**config.mk**
```make
export PLATFORM = sky130hd
export DESIGN_NAME = dbg_route_gate
export DESIGN_NICKNAME = d
export VERILOG_FILES = /design/src/rtl/dbg_route_gate.sv
export SDC_FILE = /design/constraint.sdc
export NUM_CORES = 1
export LEC_CHECK = 0
export BUFFER_PORTS_ARGS = -buffer_cell sky130_fd_sc_hd__buf_2
export CAP_MARGIN = 20
export CORE_UTILIZATION = 21
export CTS_CLUSTER_SIZE = 10
export DETAILED_ROUTE_END_ITERATION = 8
export PLACE_DENSITY = 0.92
export RECOVER_POWER = 100
export SLEW_MARGIN = 20
export SYNTH_ARGS = -nofsm -noshare
export SYNTH_HDL_FRONTEND = slang
export SYNTH_SLANG_ARGS = --single-unit
```
**constraint.sdc**
```tcl
create_clock -name clk -period 4.3 [get_ports clk]
set_clock_uncertainty 0.1 [all_clocks]
set_input_delay 0.645 -clock clk [delete_from_list [all_inputs] [get_ports clk]]
set_output_delay 0.645 -clock clk [all_outputs]
set_load 0.03 [all_outputs]
```
**src/rtl/dbg_route_gate.sv**
```systemverilog
module dbg_route_gate #(
  parameter int CTL_W   = 32,
  parameter int SDD_BIT = 16,
  parameter int KDE_BIT = 13,
  parameter int SS_BIT  = 0
) (
  input  logic             clk,
  input  logic             rst,
  input  logic [1:0]       cur_lvl,
  input  logic             secure,
  input  logic [3:0]       lvl_is64,
  input  logic             has_lvl3,
  input  logic             hyp_en,
  input  logic             trap_gen,
  input  logic             trap_dbg,
  input  logic [CTL_W-1:0] mon_ctl,
  input  logic [CTL_W-1:0] kern_ctl,
  input  logic             dbg_mask,
  output logic [1:0]       tgt_lvl,
  output logic             gen_en,
  output logic             same_lvl_syn,
  output logic [1:0]       bkpt_lvl,
  output logic             sstep_act
);

  logic       to_hyp, to_mon;
  logic [1:0] tgt_c;
  logic       same_c, gen_c;

  assign to_hyp = hyp_en & (trap_gen | trap_dbg);
  assign to_mon = has_lvl3 & ~lvl_is64[3] & secure;
  assign tgt_c  = to_hyp ? 2'd2 : (to_mon ? 2'd3 : 2'd1);
  assign same_c = (tgt_c == cur_lvl);

  always_comb begin
    if (cur_lvl == 2'd3)
      gen_c = 1'b0;
    else if (secure && mon_ctl[SDD_BIT])
      gen_c = 1'b0;
    else if (same_c)
      gen_c = kern_ctl[KDE_BIT] & ~dbg_mask;
    else
      gen_c = (tgt_c > cur_lvl);
  end

  always_ff @(posedge clk) begin
    if (rst) begin
      tgt_lvl      <= 2'd1;
      gen_en       <= 1'b0;
      same_lvl_syn <= 1'b0;
      bkpt_lvl     <= 2'd1;
      sstep_act    <= 1'b0;
    end else begin
      tgt_lvl      <= tgt_c;
      gen_en       <= gen_c;
      same_lvl_syn <= same_c;
      bkpt_lvl     <= (tgt_c < cur_lvl) ? cur_lvl : tgt_c;
      sstep_act    <= kern_ctl[SS_BIT] & lvl_is64[tgt_c] & gen_c;
    end
  end

endmodule


```
# Word level (Yosys, flattened, before mapping)
# Cells that the tools add are included.
[totals]
register_bits = 7
input_bits = 78
out_inout_bits = 7
[op_classes]
n_lt_le_gt_ge = 3
eq_ne = 2
mux = 8
bitwise = 9
reduce_logical = 1
[ops]
columns = ["cell", "n"]
rows = [
  ["bitwise AND 1 bit", 6],
  ["2-to-1 mux 2 bit", 3],
  ["2-to-1 mux 1 bit", 4],
  ["less-than comparator 2 x 3 -> 1 bit, second input constant", 1],
  ["binary-select mux 1 bit (select 2 bit)", 1],
  ["equality test 2 bit", 1],
  ["equality test 2 bit, second input constant", 1],
  ["greater-than comparator 2 bit", 1],
  ["less-than comparator 2 bit", 1],
  ["inverter 1 bit", 2],
  ["logical AND 1 bit", 1],
  ["bitwise OR 1 bit", 1],
]

# Depth between registers and ports, before layout
[logic_depth]
word_depth = 10
ltp_mapped = 6

# Worst setup path after synthesis
# No wires, ideal clock.
[synth_path]
kind = "input to register"
start = "input port trap_dbg"
end = "register sstep_act"
arrival_time_ns = 1.702
t_required_ns = 4.097
slack_ns = 2.394
cell_stages = 6
path_cell_list = "o21ai_1 > o21ai_0 > ha_1 > nand2_1 > a21oi_1 > a2111oi_2"
[synth_between]
elab_chain_len = 8
elab_cells_between_ends = 12
cone_classes = "order compare (1); eq/ne (1); mux (6); bitwise (4)"
[synth_lines]
columns = ["element", "line", "rtl"]
rows = [
  ["start: declaration", "15", "input logic trap_dbg,"],
  ["bitwise OR 1 bit *", "30", "assign to_hyp = hyp_en & (trap_gen | trap_dbg);"],
  ["bitwise AND 1 bit *", "30", ""],
  ["2-to-1 mux 2 bit *", "32", "assign tgt_c = to_hyp ? 2'd2 : (to_mon ? 2'd3 : 2'd1);"],
  ["net tgt_c[1]", "27", "logic [1:0] tgt_c;"],
  ["greater-than comparator 2 bit or equality test 2 bit (tied branches)", "43, 33", ""],
  ["2-to-1 mux 1 bit", "40", "else if (same_c)"],
  ["2-to-1 mux 1 bit", "38", "else if (secure && mon_ctl[SDD_BIT])"],
  ["2-to-1 mux 1 bit", "36", "if (cur_lvl == 2'd3)"],
  ["bitwise AND 1 bit *", "58", "sstep_act <= kern_ctl[SS_BIT] & lvl_is64[tgt_c] & gen_c;"],
  ["end signal: assignment", "58", ""],
  ["end: declaration", "23", "output logic sstep_act"],
]
# The timed path passes the listed nets; every way through them passes the cells marked *. The select of a mux whose other input is x is not followed.
# A chain may end at the register's enable or synchronous reset.

# Worst setup path after layout
[layout_path]
start = "input port trap_dbg"
end = "register sstep_act"
[layout_between]
elab_chain_len = 8
elab_cells_between_ends = 12
cone_classes = "order compare (1); eq/ne (1); mux (6); bitwise (4)"
[layout_lines]
columns = ["element", "line"]
rows = [
  ["bitwise OR 1 bit *", "30"],
  ["bitwise AND 1 bit *", "30"],
  ["2-to-1 mux 2 bit *", "32"],
  ["greater-than comparator 2 bit or equality test 2 bit (tied branches)", "43, 33"],
  ["2-to-1 mux 1 bit", "40"],
  ["2-to-1 mux 1 bit", "38"],
  ["2-to-1 mux 1 bit", "36"],
  ["bitwise AND 1 bit *", "58"],
]
# Mark *: on every way between the ends. The rest lies on a longest branch, timed or not. The select of a mux whose other input is x is not followed.

==> flow_summary.ini <==
[critical_path]
startpoint_type = input pin
crit_fanout = 4
slowest_stage = a2111oi_0
arrival_ns = 2.07
cp.required_ns = 4.31
critPathKind = in -> reg
worst_path_dominant_cell_family = compound AO/OA/AOI/OAI gates
critical-path-max-stage-delay_ns = 0.37
path_cells = buf_2 > o21ai_0 > clkinv_1 > ha_1 > nand2_1 > a21oi_1 > a2111oi_0
cp-end-kind = register
crit_buf_inv = 2

[floorplan]
die_area_um2 = 1650
dieHeight_um = 40.6
ioPinCount = 85
rows = 13
floorplan.initialDensity_pct = 23.2
core_um2 = 1350
die-width_um = 40.6

[yosys]
netlist_area_um2 = 313
synth_compound_gate_area_share_pct = 21.2
syn_nets = 116
synthSimpleGateAreaFrac_pct = 16.0
avgSynthCellArea_um2 = 8.94
synth_largest_area_cell = dfxtp_1
netlist.area_leader.share_pct = 44.8
synthTopCellsByArea = dfxtp_1, ha_1, a2111oi_2, inv_1, nand2_1
synthAdderAreaFrac_pct = 12.0
syn_inst = 35
yosys_warnings = 0
synth.area.mux_share_pct = 0
ys_ff_latch = 7
yosysSeqAreaShare_pct = 44.8
synth_xor_area_share_pct = 0
synth_top_family_by_area = compound AO/OA/AOI/OAI gates
synth.distinct_cells = 17

[clock_network]
cts_buffers = 3
cts_tree = done
ctsLongestPathBuffers = 2
cts.sinks = 7
path_clk_slew_ns = 0.05
cts_setup_buffers = 0
cts_resized = 0
root_buffer = clkbuf_4
cts_hold_buf = 0
htreeDepth = 1

[grt]
grt_pass1_wl_um = 986
grt_overflow_total = 0
grt_usage_pct = 9.53
grt_max_degree = 6
grt_pass1_vias = 286
antenna_found_initial = 0

[min_path]
hold_end = bkpt_lvl[1]
hold_depth = 2
hold_start = rst
hp-class = in -> reg

[layout]
final_cell_mix = buf_2, clkbuf_1, dfxtp_1
synthToLayoutAreaGrowth_pct = 44.8
finalInstanceArea_um2 = 453
antennaDiodeCount = 0
fin_cells = 76
finish.utilization_pct = 33.5
drive_gt1_share_pct = 29.5
nNetsFinal = 143
final_common_cell = buf_2

[place]
place_ws_ns = 2.16
dp_hpwl_um = 599
dp.cells = 72
gp_routability_congestion = 0.912
dpl_cell_area_um2 = 442
port_buffers = 22

[power_and_ir_drop]
ir_drop_v = 0.0000811
cellPowerDensity_nw_per_um2 = 358
p_leak_nw = 0.218

[sta]
worstMarginPinSlew_ns = 0.347
timing.final.ws_setup_ns = 2.25
hold_viol = 0
setup_viol = 0
maxSlewViolCount = 0
fin_tns_setup_ns = 0
rsz0062_at_grt = no
finalCritPeriodShare_pct = 47.8
period_needed_ns = 2.05
fmax_ghz = 0.487
slew_headroom_pct = 76.2

[detailed_routing]
routedWlPerCell_um = 9.17
vias = 327
drc = 0
drtPass1Iterations = 4
drt-total-wl_um = 697
drt-vias-per-instance = 4.30
drt.antenna.violating_nets = 0
dr.first_iter.drc_count = 2

[run]
maxCapViolations = 0

[outcome]
outcome = finished, final reports clean
layer usage:
| metal | GRT usage (%) | part of all wire (%) |
|---|---|---|
| met5 | 0 | 0 |
| met4 | 12.5 | 0 |
| met3 | 0 | 11 |
| met2 | 14.3 | 48 |
| met1 | 10.8 | 41 |
kinds of logic (layout without fill, tap and decap cells):
| family | count (synthesis) | in the layout |
|---|---|---|
| simple gates | 11 | 11 |
| compound gates | 9 | 9 |
| flops | 7 | 7 |
| buf+inv | 5 | 31 |
| fa+ha+maj | 3 | 3 |
cell usage after synthesis:
| cell | number |
|---|---|
| o2111ai_1 | 1 |
| nor3_1 | 2 |
| o21ai_1 | 1 |
| ha_1 | 3 |
| inv_1 | 4 |
| nor2_1 | 3 |
| o21a_1 | 1 |
| clkinv_1 | 1 |
| a2111oi_2 | 1 |
| nand2_1 | 3 |
| nor2b_1 | 1 |
| a221o_1 | 1 |
| nand2b_1 | 1 |
| nand3_1 | 1 |
| o21ai_0 | 2 |
| a21oi_1 | 2 |
| dfxtp_1 | 7 |
sequential cells by signal, indices dropped and copies added, names as in the netlist:
name and flops:
tgt_lvl 2, same_lvl_syn 1, gen_en 1, bkpt_lvl 2, sstep_act 1
power breakdown:
| part | switching [W] | total (W) | internal, W |
|---|---|---|---|
| logic | 0.0000230 | 0.0000364 | 0.0000134 |
| registers | 0.000000909 | 0.0000705 | 0.0000696 |
| clock network | 0.0000203 | 0.0000555 | 0.0000352 |
| total | 0.0000443 | 0.000162 | 0.000118 |
worst max path at each step:
stage | end | slack, ns | start | cells after the start
final | sstep_act | 2.25 | trap_dbg | 7
after global placement | sstep_act | 2.19 | trap_dbg | 7
after floorplan | sstep_act | 2.39 | trap_dbg | 6
after global routing | sstep_act | 2.08 | trap_dbg | 7
after CTS | sstep_act | 2.41 | trap_dbg | 7
after detailed placement | sstep_act | 2.16 | trap_dbg | 7
final cells by class:
type	instances	area, µm²
multi-input combinational	23	148
clock buffer	4	26.3
sequential	7	140
timing repair buffer	22	101
tap	15	18.8
inverter	5	18.8
fill	155	897
per-stage QoR:
step / hold slack [ns] / power, W
CTS: 0.511 / 0.000168
detailed placement: 0.774 / 0.000110
global route: 0.531 / 0.000171
global placement: 0.768 / 0.000109
finish: 0.523 / 0.000162
floorplan: 0.612 / 0.0000956
No activity file was read; power rests on OpenSTA's default activity.
